**src/rtl/i2c_tgt_pkg.sv**
```systemverilog
package i2c_tgt_pkg;
  localparam int BYTE_W = 8;
  localparam int CNT_W  = $clog2(BYTE_W);

  typedef enum logic [3:0] {
    ST_IDLE,
    ST_ADDR,
    ST_ADDR_ACK,
    ST_REGA,
    ST_REGA_ACK,
    ST_WDATA,
    ST_WDATA_ACK,
    ST_RDATA,
    ST_RDATA_ACK,
    ST_IGNORE
  } tgt_state_e;
endpackage

```
**src/rtl/i2c_tgt_cond.sv**
```systemverilog
module i2c_tgt_cond (
  input  logic clk,
  input  logic rst_n,
  input  logic scl_i,
  input  logic sda_i,
  output logic scl_rise,
  output logic scl_fall,
  output logic start_det,
  output logic stop_det
);
  logic scl_q, sda_q;

  always_ff @(posedge clk or negedge rst_n) begin
    if (!rst_n) begin
      scl_q <= 1'b1;
      sda_q <= 1'b1;
    end else begin
      scl_q <= scl_i;
      sda_q <= sda_i;
    end
  end

  assign scl_rise  = scl_i & ~scl_q;
  assign scl_fall  = ~scl_i & scl_q;
  assign start_det = scl_i & scl_q & sda_q & ~sda_i;
  assign stop_det  = scl_i & scl_q & ~sda_q & sda_i;

  // a bus condition can never coincide with an SCL edge
  assert_cond_exclusive_R10: assert property (@(posedge clk) disable iff (!rst_n)
    (start_det | stop_det) |-> !(scl_rise | scl_fall));
endmodule

```
**src/rtl/i2c_tgt_ptr.sv**
```systemverilog
module i2c_tgt_ptr #(
  parameter int PTR_W = 5
) (
  input  logic             clk,
  input  logic             rst_n,
  input  logic             load,
  input  logic [PTR_W-1:0] load_val,
  input  logic             inc,
  output logic [PTR_W-1:0] ptr
);
  logic [PTR_W-1:0] ptr_d;

  always_comb begin
    ptr_d = ptr;
    if (load)     ptr_d = load_val;
    else if (inc) ptr_d = ptr + 1'b1;
  end

  always_ff @(posedge clk or negedge rst_n) begin
    if (!rst_n)               ptr <= '0;
    else if (load | inc)      ptr <= ptr_d;
  end

  assert_ptr_wrap_R5: assert property (@(posedge clk) disable iff (!rst_n)
    (inc && !load && (ptr == {PTR_W{1'b1}})) |=> (ptr == '0));
  assert_ptr_hold_R11: assert property (@(posedge clk) disable iff (!rst_n)
    (!inc && !load) |=> $stable(ptr));
endmodule

```
**src/rtl/i2c_tgt_ctrl.sv**
```systemverilog
module i2c_tgt_ctrl
  import i2c_tgt_pkg::*;
#(
  parameter logic [6:0] DEV_ID = 7'b1101000,
  parameter int         PTR_W  = 5
) (
  input  logic              clk,
  input  logic              rst_n,
  input  logic              scl_i,
  input  logic              sda_i,
  input  logic              scl_rise,
  input  logic              scl_fall,
  input  logic              start_det,
  input  logic              stop_det,
  input  logic [BYTE_W-1:0] rdata,
  output logic              ptr_load,
  output logic [PTR_W-1:0]  ptr_load_val,
  output logic              ptr_inc,
  output logic              we,
  output logic [BYTE_W-1:0] wdata,
  output logic              sda_oe
);
  localparam logic [CNT_W-1:0] LAST_BIT = CNT_W'(BYTE_W - 1);

  tgt_state_e        state, state_d;
  logic [CNT_W-1:0]  bitcnt, bitcnt_d;
  logic [BYTE_W-1:0] sreg, sreg_d, tx, tx_d, byte_in;
  logic              half, half_d, rw, rw_d, mack, mack_d;
  logic              oe_d, we_d, inc_rd;

  assign byte_in = {sreg[BYTE_W-2:0], sda_i};

  always_comb begin
    state_d  = state;
    bitcnt_d = bitcnt;
    sreg_d   = sreg;
    tx_d     = tx;
    half_d   = half;
    rw_d     = rw;
    mack_d   = mack;
    oe_d     = sda_oe;
    we_d     = 1'b0;
    ptr_load = 1'b0;
    inc_rd   = 1'b0;
    if (start_det) begin
      state_d  = ST_ADDR;
      bitcnt_d = '0;
      half_d   = 1'b0;
      oe_d     = 1'b0;
    end else if (stop_det) begin
      state_d  = ST_IDLE;
      bitcnt_d = '0;
      half_d   = 1'b0;
      oe_d     = 1'b0;
    end else begin
      unique case (state)
        ST_ADDR, ST_REGA, ST_WDATA: begin
          if (scl_rise) begin
            sreg_d   = byte_in;
            bitcnt_d = bitcnt + 1'b1;
            if (bitcnt == LAST_BIT) begin
              half_d = 1'b0;
              if (state == ST_ADDR) begin
                if (byte_in[BYTE_W-1:1] == DEV_ID) begin
                  rw_d    = byte_in[0];
                  state_d = ST_ADDR_ACK;
                end else begin
                  state_d = ST_IGNORE;
                end
              end else if (state == ST_REGA) begin
                ptr_load = 1'b1;
                state_d  = ST_REGA_ACK;
              end else begin
                we_d    = 1'b1;
                state_d = ST_WDATA_ACK;
              end
            end
          end
        end
        ST_ADDR_ACK, ST_REGA_ACK, ST_WDATA_ACK: begin
          if (scl_fall) begin
            if (!half) begin
              oe_d   = 1'b1;
              half_d = 1'b1;
            end else begin
              half_d   = 1'b0;
              bitcnt_d = '0;
              if (state == ST_ADDR_ACK && rw) begin
                state_d = ST_RDATA;
                tx_d    = rdata;
                oe_d    = ~rdata[BYTE_W-1];
              end else begin
                oe_d    = 1'b0;
                state_d = (state == ST_ADDR_ACK) ? ST_REGA : ST_WDATA;
              end
            end
          end
        end
        ST_RDATA: begin
          if (scl_rise) begin
            bitcnt_d = bitcnt + 1'b1;
            if (bitcnt == LAST_BIT) begin
              inc_rd  = 1'b1;
              half_d  = 1'b0;
              state_d = ST_RDATA_ACK;
            end
          end else if (scl_fall) begin
            tx_d = {tx[BYTE_W-2:0], tx[BYTE_W-1]};
            oe_d = ~tx[BYTE_W-2];
          end
        end
        ST_RDATA_ACK: begin
          if (scl_rise) begin
            half_d = 1'b1;
            mack_d = ~sda_i;
          end else if (scl_fall) begin
            if (!half) begin
              oe_d = 1'b0;
            end else begin
              half_d   = 1'b0;
              bitcnt_d = '0;
              if (mack) begin
                state_d = ST_RDATA;
                tx_d    = rdata;
                oe_d    = ~rdata[BYTE_W-1];
              end else begin
                state_d = ST_IGNORE;
              end
            end
          end
        end
        default: ;
      endcase
    end
  end

  always_ff @(posedge clk or negedge rst_n) begin
    if (!rst_n) begin
      state  <= ST_IDLE;
      bitcnt <= '0;
      sreg   <= '0;
      tx     <= '0;
      half   <= 1'b0;
      rw     <= 1'b0;
      mack   <= 1'b0;
      sda_oe <= 1'b0;
      we     <= 1'b0;
    end else begin
      state  <= state_d;
      bitcnt <= bitcnt_d;
      sreg   <= sreg_d;
      tx     <= tx_d;
      half   <= half_d;
      rw     <= rw_d;
      mack   <= mack_d;
      sda_oe <= oe_d;
      we     <= we_d;
    end
  end

  assign ptr_load_val = byte_in[PTR_W-1:0];
  assign ptr_inc      = inc_rd | we;
  assign wdata        = sreg;

  assert_oe_scl_low_R9: assert property (@(posedge clk) disable iff (!rst_n)
    (sda_oe != $past(sda_oe)) |-> !$past(scl_i));
  assert_we_single_R4: assert property (@(posedge clk) disable iff (!rst_n)
    we |=> !we);
  // the ignore state never drives the bus
  assert_ignore_quiet_R3: assert property (@(posedge clk) disable iff (!rst_n)
    (state == ST_IGNORE) |-> !sda_oe);
  assert_stop_idle_R10: assert property (@(posedge clk) disable iff (!rst_n)
    stop_det |=> (state == ST_IDLE && !sda_oe));
  assert_ack_drive_R2: assert property (@(posedge clk) disable iff (!rst_n)
    (state == ST_ADDR_ACK && half) |-> sda_oe);
endmodule

```
**src/rtl/i2c_regfile_target.sv**
```systemverilog
module i2c_regfile_target #(
  parameter logic [6:0] DEV_ID = 7'b1101000,
  parameter int         PTR_W  = 5
) (
  input  logic             clk,
  input  logic             rst_n,
  input  logic             scl_i,
  input  logic             sda_i,
  output logic             sda_oe_o,
  output logic [PTR_W-1:0] reg_addr_o,
  output logic             reg_we_o,
  output logic [7:0]       reg_wdata_o,
  input  logic [7:0]       reg_rdata_i
);
  logic rst_meta, rst_sync;
  logic scl_rise, scl_fall, start_det, stop_det;
  logic ptr_load, ptr_inc;
  logic [PTR_W-1:0] ptr_load_val;

  always_ff @(posedge clk or negedge rst_n) begin
    if (!rst_n) begin
      rst_meta <= 1'b0;
      rst_sync <= 1'b0;
    end else begin
      rst_meta <= 1'b1;
      rst_sync <= rst_meta;
    end
  end

  i2c_tgt_cond u_cond (
    .clk       (clk),
    .rst_n     (rst_sync),
    .scl_i     (scl_i),
    .sda_i     (sda_i),
    .scl_rise  (scl_rise),
    .scl_fall  (scl_fall),
    .start_det (start_det),
    .stop_det  (stop_det)
  );

  i2c_tgt_ctrl #(.DEV_ID(DEV_ID), .PTR_W(PTR_W)) u_ctrl (
    .clk          (clk),
    .rst_n        (rst_sync),
    .scl_i        (scl_i),
    .sda_i        (sda_i),
    .scl_rise     (scl_rise),
    .scl_fall     (scl_fall),
    .start_det    (start_det),
    .stop_det     (stop_det),
    .rdata        (reg_rdata_i),
    .ptr_load     (ptr_load),
    .ptr_load_val (ptr_load_val),
    .ptr_inc      (ptr_inc),
    .we           (reg_we_o),
    .wdata        (reg_wdata_o),
    .sda_oe       (sda_oe_o)
  );

  i2c_tgt_ptr #(.PTR_W(PTR_W)) u_ptr (
    .clk      (clk),
    .rst_n    (rst_sync),
    .load     (ptr_load),
    .load_val (ptr_load_val),
    .inc      (ptr_inc),
    .ptr      (reg_addr_o)
  );
endmodule

```
**config.mk**
```make
export PLATFORM = sky130hd
export DESIGN_NAME = i2c_regfile_target
export DESIGN_NICKNAME = d
export VERILOG_FILES = /design/src/rtl/i2c_tgt_pkg.sv /design/src/rtl/i2c_tgt_cond.sv /design/src/rtl/i2c_tgt_ptr.sv /design/src/rtl/i2c_tgt_ctrl.sv /design/src/rtl/i2c_regfile_target.sv
export SDC_FILE = /design/constraint.sdc
export NUM_CORES = 1
export LEC_CHECK = 0
export ABC_AREA = 1
export BUFFER_PORTS_ARGS = -buffer_cell sky130_fd_sc_hd__buf_2
export CAP_MARGIN = 10
export CORE_ASPECT_RATIO = 2
export CORE_MARGIN = 2
export CORE_UTILIZATION = 28
export DETAILED_ROUTE_END_ITERATION = 6
export GPL_TIMING_DRIVEN = 0
export PLACE_DENSITY = 0.51
export SKIP_CTS_REPAIR_TIMING = 1
export SYNTH_ARGS = -nofsm -noshare
export SYNTH_HDL_FRONTEND = slang
export SYNTH_SLANG_ARGS = --single-unit
```
**constraint.sdc**
```tcl
create_clock -name clk -period 1.4 [get_ports clk]
set_input_delay 0 -clock clk [delete_from_list [all_inputs] [get_ports clk]]
set_output_delay 0 -clock clk [all_outputs]
set_load 0.03 [all_outputs]
```
Word level (Yosys, flattened, before mapping):

Cells that the tools add are included.

* add/subtract/negate cells: 2
* equal/unequal tests: 34
* multiplexer cells: 77
* bitwise operators: 17
* reduce and logical (&&, ||, !) cells: 18

Operators with widths (count)
* 8-bit 2-to-1 mux: 9
* 4-bit 2-to-1 mux: 15
* 1-bit 2-to-1 mux: 38
* 4-bit inequality test (second input constant): 7
* 8-bit case mux with 3 select lines: 1
* 3-bit 2-to-1 mux: 7
* 4-bit by 3-bit equality test with 1-bit output (second input constant): 4
* 4-bit by 3-bit inequality test with 1-bit output (second input constant): 4
* 4-bit case mux with 4 select lines: 1
* 7-bit AND reduction: 2
* 12-bit AND reduction: 1
* 5-bit 2-to-1 mux: 2
* 2-bit inequality test (second input constant): 5
* 5-bit inequality test (second input constant): 2
* 10-bit AND reduction: 1
* 5-bit nonzero test: 2
* 3-bit case mux with 3 select lines: 1
* 4-bit by 2-bit equality test with 1-bit output (second input constant): 2
* 2-bit by 1-bit inequality test with 1-bit output (second input constant): 4
* 4-bit by 1-bit inequality test with 1-bit output (second input constant): 2
* 1-bit inverter: 8
* 4-bit AND reduction: 2
* 1-bit bitwise AND: 7
* 7-bit equality test (second input constant): 1
* other kinds (17): 20

* bits in registers: 37
* bits of input ports: 12
* output and inout bits: 15
* word-level logic and storage cells: 162

Logic depth before layout (Yosys ltp):

Gate-level depths: netlist of run 1.

* depth after elaboration: 10
* depth in mapped cells: 11
* depth with buffers taken out: 11

Cells and area by module:

A second synthesis of run 1 with hierarchy kept.

* cell total of the unflattened synthesis: 330
* area total of the unflattened synthesis: 2282.2 sq um

Modules (own cells, without submodules)
* i2c_tgt_ctrl: times used 1, cells each 279, area an instance 1854.3 sq um, seq. area each 700.7 sq um
* i2c_tgt_ptr: times used 1, cells each 35, area an instance 280.3 sq um, seq. area each 125.1 sq um
* i2c_tgt_cond: times used 1, cells each 13, area an instance 93.8 sq um, seq. area each 52.6 sq um
* i2c_regfile_target: times used 1, cells each 3, area an instance 53.8 sq um, seq. area each 50.0 sq um

Worst setup path after synthesis of run 1:

Ideal clock, no wire load.

* kind: flip-flop to flip-flop
* start point: register u_cond.sda_q
* end point: register u_ctrl.tx[7]
* library setup time: 123 ps
* arrival: 1377 ps
* required time: 1277 ps
* setup slack: -100 ps
* stages on the path, launching flop included: 10
* buffers on the path: 0
* period minus slack after synthesis: 1500 ps
* cell sequence: dfstp_2 inv_1 nand2_1 nor2_1 nor2_2 nand2_1 nor2_4 nand2_4 nand2_1 o21ai_2

* cells in the longest elaborated chain, start to end: 5
* elaborated cells between the ends (all ways): 8
* those cells by class: bitwise: 7; reduce/logical: 1

Ends and longest elaborated chain
* start, declared: RTL line i2c_tgt_cond.sv:11 `logic scl_q, sda_q;`
* start signal, assigned: RTL line i2c_tgt_cond.sv:19 `sda_q <= sda_i;`
* 1-bit inverter: RTL line i2c_tgt_cond.sv:26 `assign stop_det = scl_i & scl_q & ~sda_q & sda_i;`
* 1-bit bitwise AND (2 in a row): RTL line i2c_tgt_cond.sv:26
* 1-bit inverter (no line)
* 12-bit AND reduction (no line) *
* end signal, assigned: RTL line i2c_tgt_ctrl.sv:152 `tx <= tx_d;`
* end, declared: RTL line i2c_tgt_ctrl.sv:27 `logic [BYTE_W-1:0] sreg, sreg_d, tx, tx_d, byte_in;`

Mark *: on every way between the ends. The rest lies on a longest branch, timed or not.
A chain may end at the register's enable or synchronous reset.

Final worst setup path of run 1:

* start point: register u_cond.sda_q
* end point: register u_ctrl.tx[0]

Same word-level chain as after synthesis.

==> summary.md, run 1 <==
| Metric | Value |
|---|---|
| Setup violators final | `30` |
| CTS buffer count | `5` |
| Mux cell area share after synthesis | `0` |
| WL final | `between 5000 and 6000 um` |
| N_diodes | `0` |
| Buffer and inverter count on the worst path | `1` |
| Synth Area in Compound Gates | `0.0665` |
| CP top delay family | `simple AND/OR/NAND/NOR gates` |
| 1st-pass router iterations | `4` |
| Dpl cell area | `2500 um^2` |
| Fillers | `834` |
| Synth Net Count | `339` |
| Slew headroom | `0.456` |
| Mapped Cells | `324` |
| Longest Clk Path Bufs | `2` |
| Met2 global-route usage | `0.228` |
| Fin crit period | `around 1600 ps` |
| Sequential share of the synthesized area | `0.418` |
| Sequential Area | `roughly 930 um^2` |
| Xor-xnor portion of the synthesized cell area | `0.0118` |
| CP max FO | `6` |
| GRT overflow | `0` |
| Crit-path cells | `inv_1, nand2_1, nor2_2, nor2_4, nand2_2, nor2_4, nand2_2, nand2_1, nand2_1` |
| RSZ-0062 raised after global routing | `yes` |
| Largest family of logic cells by synthesized area | `simple AND/OR/NAND/NOR gates` |
| Initial DRC count | `100` |
| Worst hold slack | `~14 ps` |
| Setup TNS | `-2840 ps` |
| Mapped Area | `about 2200 um^2` |
| # DRC | `0` |
| Die ar. | `about 8700 um^2` |
| Met1 Resource Use GR | `0.188` |
| Power Density | `around 2000 nW/um^2` |
| Failing checks | `negative setup slack` |
| Finished Core Util | `0.400` |
| First-pass GRT wire length | `about 9400 um` |
| CP Class | `reg2reg` |
| CP required | `between 1500 and 2000 ps` |
| Die W | `between 60 and 70 um` |
| Slew @ Worst Pin | `between 800 and 900 ps` |
| Clk_lat worst skew | `~290 ps` |
| Synth warn | `0` |
| H-tree depth | `2` |
| Synth-to-layout area growth | `41.1%` |
| Status | `finished with violations` |
| Die extent in y | `130 um` |
| Vias in the first global route | `1985` |
| Total GRT Usage | `0.143` |
| Pin count of the biggest net entering global routing | `36` |
| Total number of vias | `about 2200` |
| Worst-path clk slew | `60 ps` |
| CTS tree | `built` |
| Finished Cell Area | `between 3000 and 4000 um^2` |
| Maxcap violations | `0` |
| Worst VDD drop | `roughly 0.0011 V` |
| Final critical-path share of the clock period | `1.14` |
| Cell mode on critical path | `nand2_1` |
| Post-Synth Simple-Gate Area | `0.427` |
| CP arrival | `between 1500 and 2000 ps` |
| Layout Nets | `394` |
| Antenna viol nets, final | `0` |
| DP HPWL | `just over 4000 um` |
| Gpl congestion | `0.824` |
| Adder-Cell Fraction of Synth Area | `0.0169` |
| Slowest Stage Delay on Critical Path | `approximately 560 ps` |
| PortBufs | `26` |
| Fin Clk Skew | `~6.5 ps` |
| Initial core utilization | `0.284` |
| I/O pin total | `27` |
| Busiest layer in global routing | `met2` |
| Area of the core | `between 7000 and 8000 um^2` |
| Startpoint types | `flip-flop` |
| Rows | `between 40 and 50` |
| Clock root cell | `clkbuf_16` |
| Final Slew Violations | `0` |
| Worst Slack Setup Final | `-195 ps` |
| Lkg Pwr | `0.00161 uW` |
| CP max stage cell | `dfstp_2` |
| Max Clock Freq | `627 MHz` |
| Crit path capture type | `flip-flop` |
| Worst hold path class | `in2reg` |
| Drt via density | `4.57` |
| Multi-input gate area | `1440 um^2` |
| Routed length per instance | `between 10 and 15 um` |
| Share of post-route cells with drive strength above 1 | `0.361` |
| Syn Area/Cell | `between 6 and 7 um^2` |
| Initial antenna violation count | `0` |
| Total clock sinks | `37` |
| #FFs+latches synth | `37` |
| GR Util met3 | `0.0267` |
| Final hold violation count | `0` |
| Distinct cells, synth | `27` |
## worst reg2reg max path, delay by kind of cell, from the launching register on
family	cells	cell delay, ps
DFF	1	560
buffers and inverters	1	40
and+or+nand+nor	8	880
## kinds of logic after synthesis
kind of cell               count (synthesis)
AOI/OAI and AO/OA                         27
xor gates and xnor gates                   3
adders and majority gates                  3
buffers and inverters                     34
DFF                                       37
other                                      1
and+or+nand+nor                          219
## layout make-up
cell class                      count  area share
Clock inverter                      1     0.00240
Clock buffer                        7      0.0455
Inverter                           32      0.0407
Buffer                              2     0.00719
Sequential cell                    37       0.298
Tap cell                           96      0.0383
Timing Repair Buffer               47       0.109
Multi-Input combinational cell    254       0.459
## cell usage in the layout (no fill, tap or decap), types with 2 or more instances in the layout
cell type | synthesis | routed
buf_6 | 0 | 4
o21ai_0 | 17 | 8
buf_2 | 1 | 26
nor2_2 | 4 | 10
inv_1 | 27 | 24
nor2_1 | 45 | 30
nor2_4 | 3 | 12
nand2_4 | 1 | 11
o211ai_1 | 2 | 2
nand3_4 | 1 | 2
nand2_1 | 121 | 98
dfrtp_1 | 35 | 30
dfstp_2 | 2 | 2
nand3_1 | 31 | 26
inv_2 | 5 | 5
nand3_2 | 1 | 5
nand4_1 | 4 | 4
clkbuf_16 | 0 | 6
nand2_2 | 5 | 19
inv_4 | 0 | 3
dlygate4sd3_1 | 0 | 3
a21oi_1 | 4 | 3
dfrtp_2 | 0 | 5
o21ai_1 | 0 | 6
nor3_2 | 0 | 2
xnor2_1 | 2 | 2
o22ai_1 | 3 | 2
buf_4 | 0 | 13
o21ai_2 | 1 | 4
## routing by layer
metal	vias to the layer above	wire length, um
li1	1135	-
met1	1002	2660
met2	27	3020
met3	10	137
met4	0	144
met5	-	0
## through the flow
stage               power, uW  std cells  setup slack, ps
detailed placement       4290        446             -350
CTS                      5460        454             -359
global placement         4280        446             -351
finish                   6180        476             -195
global route             6720        476             -290
floorplan                3650        324            -21.0
## power by group
part	switching (uW)	internal, uW
Clock	450	709
Combinational	2030	1190
Sequential	396	1410
## cells in the mapped netlist
| cell | instances | share of area |
|---|---|---|
| nand2_1 | 121 | 0.20 |
| nand3_2 | 1 | 0.0045 |
| xor2_1 | 1 | 0.0039 |
| ha_1 | 3 | 0.017 |
| inv_1 | 27 | 0.046 |
| o22ai_1 | 3 | 0.0085 |
| dfrtp_1 | 35 | 0.39 |
| nor2_2 | 4 | 0.011 |
| a21oi_1 | 4 | 0.0090 |
| nor3_1 | 2 | 0.0045 |
| inv_2 | 5 | 0.0085 |
| conb_1 | 1 | 0.0017 |
| buf_2 | 1 | 0.0023 |
| o21ai_0 | 17 | 0.038 |
| nand4_1 | 4 | 0.011 |
| nand3_1 | 31 | 0.070 |
| nand2_4 | 1 | 0.0051 |
| nor2_1 | 45 | 0.076 |
| or2_0 | 1 | 0.0028 |
| o211ai_1 | 2 | 0.0068 |
| nand3_4 | 1 | 0.0079 |
| dfstp_2 | 2 | 0.024 |
| xnor2_1 | 2 | 0.0079 |
| o21ai_2 | 1 | 0.0039 |
| nand2_2 | 5 | 0.014 |
| clkbuf_1 | 1 | 0.0017 |
| nor2_4 | 3 | 0.015 |
## worst paths after layout
path	endpoint	slack (ps)	startpoint	depth (start not counted)
max	u_ctrl.tx[0]$_DFFE_PN0P_	-190	u_cond.sda_q$_DFF_PN1_	9
min	u_ctrl.mack$_DFFE_PN0P_	10	sda_i	2
max reg2reg	u_ctrl.tx[0]$_DFFE_PN0P_	-190	u_cond.sda_q$_DFF_PN1_	9
min reg2reg	rst_sync$_DFF_PN0_	360	rst_meta$_DFF_PN0_	0
max in group asynchronous	u_ctrl.state[3]$_DFFE_PN0P_	460	rst_sync$_DFF_PN0_	0
min in group asynchronous	rst_sync$_DFF_PN0_	20	rst_n	2
## flip-flops by register name, indices dropped and copies added (netlist names)
name,count
rst_meta,1
u_ptr.ptr,5
u_ctrl.tx,8
u_cond.scl_q,1
u_ctrl.half,1
u_ctrl.we,1
u_ctrl.mack,1
u_cond.sda_q,1
rst_sync,1
u_ctrl.wdata,8
u_ctrl.bitcnt,3
u_ctrl.sda_oe,1
u_ctrl.rw,1
u_ctrl.state,4
(Power assumes the default switching activity.)
==> inputs of run 2 (changes only) <==
==> constraint.sdc (replaced) <==
create_clock -name clk -period 1.7 [get_ports clk]
set_input_delay 0 -clock clk [delete_from_list [all_inputs] [get_ports clk]]
set_output_delay 0 -clock clk [all_outputs]
set_load 0.03 [all_outputs]
==> run 2 against run 1 <==
Sequential power shrank 20%. First-iteration DRC count fell by 37%. Via count is 0.28% higher. Sequential share of layout area rose by 3.0 points. The flow now finishes without violations.
==> summary.md, run 2 (synthesized netlist as in run 1, its figures left out) <==
| Metric | Value |
|---|---|
| Status | `finished clean` |
| PortBufs | `26 (unchanged)` |
| RSZ-0062 raised after global routing | `yes` |
| Longest Clk Path Bufs | `2 (unchanged)` |
| Area of the core | `7830 um^2 (unchanged)` |
| Die ar. | `8700 um^2 (unchanged)` |
| Finished Cell Area | `2850 um^2 (-9.1%)` |
| Worst-path clk slew | `60 ps (about the same)` |
| Worst VDD drop | `0.000791 V (-26%)` |
| Initial core utilization | `0.284 (unchanged)` |
| Fin Clk Skew | `5.47 ps (-1.08 ps)` |
| Final Slew Violations | `0 (unchanged)` |
| Setup TNS | `0 ps (+2840 ps)` |
| Crit path capture type | `flip-flop` |
| I/O pin total | `27 (unchanged)` |
| CP Class | `reg2reg` |
| Worst Reg-to-Reg Cells | `9 (unchanged)` |
| Power Density | `1710 nW/um^2 (-13%)` |
| Final critical-path share of the clock period | `0.953 (-0.186)` |
| Share of post-route cells with drive strength above 1 | `0.251 (-0.109)` |
| GRT overflow | `0 (unchanged)` |
| Cell internal pwr | `2700 uW (-18%)` |
| N_diodes | `0 (unchanged)` |
| # DRC | `0 (unchanged)` |
| Worst hold slack | `25.1 ps (+10.8 ps)` |
| Worst hold path class | `in2async` |
| Clk_lat worst skew | `280 ps (about the same)` |
| Slew headroom | `0.477 (+0.0203)` |
| Lkg Pwr | `0.00151 uW (-5.9%)` |
| Sw Share | `0.448 (-0.0170)` |
| CP arrival | `1780 ps (about the same)` |
| Die W | `67.0 um (unchanged)` |
| Seq pwr share | `0.295 (+0.003)` |
| Maxcap violations | `0 (unchanged)` |
| Dpl cell area | `2470 um^2 (-1.3%)` |
| Total GRT Usage | `0.143 (+0.000176)` |
| Initial DRC count | `63 (-37%)` |
| Setup violators final | `0 (-100%)` |
| Slowest Stage Delay on Critical Path | `440 ps (-120 ps)` |
| 1st-pass router iterations | `5 (+1)` |
| Reg-to-reg slack, setup | `80 ps (+270 ps)` |
| Initial antenna violation count | `0 (unchanged)` |
| Final hold violation count | `0 (unchanged)` |
| Comb power frac | `0.489 (-0.031)` |
| Synth-to-layout area growth | `28.3%` |
| Antenna viol nets, final | `0 (unchanged)` |
| CTS buffer count | `5 (unchanged)` |
| CP max stage cell | `dfrtp_2` |
| Switching power total | `2190 uW (-24%)` |
| Commonest non-fill, non-tap cells in the layout | `nand2_1 (113), nor2_1 (35), dfrtp_1 (30)` |
| Pin count of the biggest net entering global routing | `36 (unchanged)` |
| Cell mode on critical path | `nor2_4` |
| Clock root cell | `clkbuf_16` |
| Layout Nets | `384 (-2.5%)` |
| DP HPWL | `4090 um (-1.2%)` |
| Startpoint types | `flip-flop` |
| Die extent in y | `130 um (unchanged)` |
| Vias in the first global route | `1964 (-1.1%)` |
| Total clock sinks | `37 (unchanged)` |
| Max Clock Freq | `617 MHz (-1.6%)` |
| Most common cell after layout, fill and taps aside | `nand2_1` |
| CTS tree | `built` |
| Routed length per instance | `12.1 um (-3.5%)` |
| R2r endpoint | `u_ctrl.tx[7]$_DFFE_PN0P_` |
| Clock Power Share | `0.216 (+0.028)` |
| Slew @ Worst Pin | `785 ps (-30.4 ps)` |
| Fin crit period | `1620 ps (+25.8 ps)` |
| First-pass GRT wire length | `9360 um (-0.44%)` |
| WL final | `5640 um (-5.5%)` |
| CP max FO | `9 (+3)` |
| Drt via density | `4.68 (+2.4%)` |
| Worst r2r src | `u_ctrl.state[0]$_DFFE_PN0P_` |
| Rows | `46 (unchanged)` |
| Total number of vias | `2180 (+0.28%)` |
| Crit-path cells | `inv_2, nor2_4, nand2_4, nand2_2, nor2_4, nor2_4, nand2_4, nand2_1, o21ai_2` |
| CP required | `1860 ps (+290 ps)` |
| Gpl congestion | `0.829 (+0.62%)` |
| H-tree depth | `2 (unchanged)` |
==> run 2: worst max-delay path: cells and delay by family, from the launching register on <==
family / cells / cell delay [ps]
buffers and inverters: 1 / 90
AND/OR/NAND/NOR: 7 / 920
AO/OA/AOI/OAI: 1 / 50
flip-flops: 1 / 440
==> run 2: worst max-delay path by stage <==
stage	from	end	slack [ps]	cells after the start
detailed placement	u_cond.sda_q$_DFF_PN1_	u_ctrl.tx[7]$_DFFE_PN0P_	-90	9
global route	u_ctrl.state[1]$_DFFE_PN0P_	u_ctrl.tx[7]$_DFFE_PN0P_	-20	10
floorplan	u_cond.sda_q$_DFF_PN1_	u_ctrl.tx[7]$_DFFE_PN0P_	200	9
global placement	u_ctrl.state[3]$_DFFE_PN0P_	u_ctrl.sda_oe$_DFFE_PN0P_	-100	9
finish	u_ctrl.state[0]$_DFFE_PN0P_	u_ctrl.tx[7]$_DFFE_PN0P_	80	9
CTS	u_cond.sda_q$_DFF_PN1_	u_ctrl.tx[7]$_DFFE_PN0P_	-120	9
==> run 2: per-layer routing <==
| metal | wire length (um) | part of all wire | global-route usage |
|---|---|---|---|
| met1 | 2500 | 0.44 | 0.181 |
| met2 | 2800 | 0.50 | 0.234 |
| met3 | 187 | 0.033 | 0.0267 |
| met4 | 154 | 0.027 | 0.0612 |
| met5 | 0 | 0 | 0 |
==> run 2: through the flow <==
step           std cells  setup slack [ps]   util  total power [uW]
2_1_floorplan        324               200      -              2970
3_3_place_gp         446              -102  0.316              3480
3_5_place_dp         446             -90.5  0.316              3490
4_1_cts              454              -115  0.337              4580
5_1_grt              466             -19.1  0.364              5350
6_report             466              79.3  0.364              4880
==> run 2: power groups by stage <==
stage          Combinational, uW  Clock, uW  Sequential (uW)
2_1_floorplan               1420          0             1540
3_3_place_gp                2050          0             1440
3_5_place_dp                2050          0             1430
4_1_cts                     2050       1100             1430
5_1_grt                     2730       1120             1500
6_report                    2390       1050             1440
==> run 2: area by class of cell <==
| cell class | instances | area, um^2 |
|---|---|---|
| Clock inverter | 2 | 38.8 |
| Buffer | 2 | 11.3 |
| Fill cell | 889 | 4980 |
| Timing Repair Buffer | 38 | 228 |
| Tap cell | 96 | 120 |
| Multi-Input combinational cell | 253 | 1270 |
| Sequential cell | 37 | 935 |
| Clock buffer | 6 | 129 |
| Inverter | 32 | 120 |
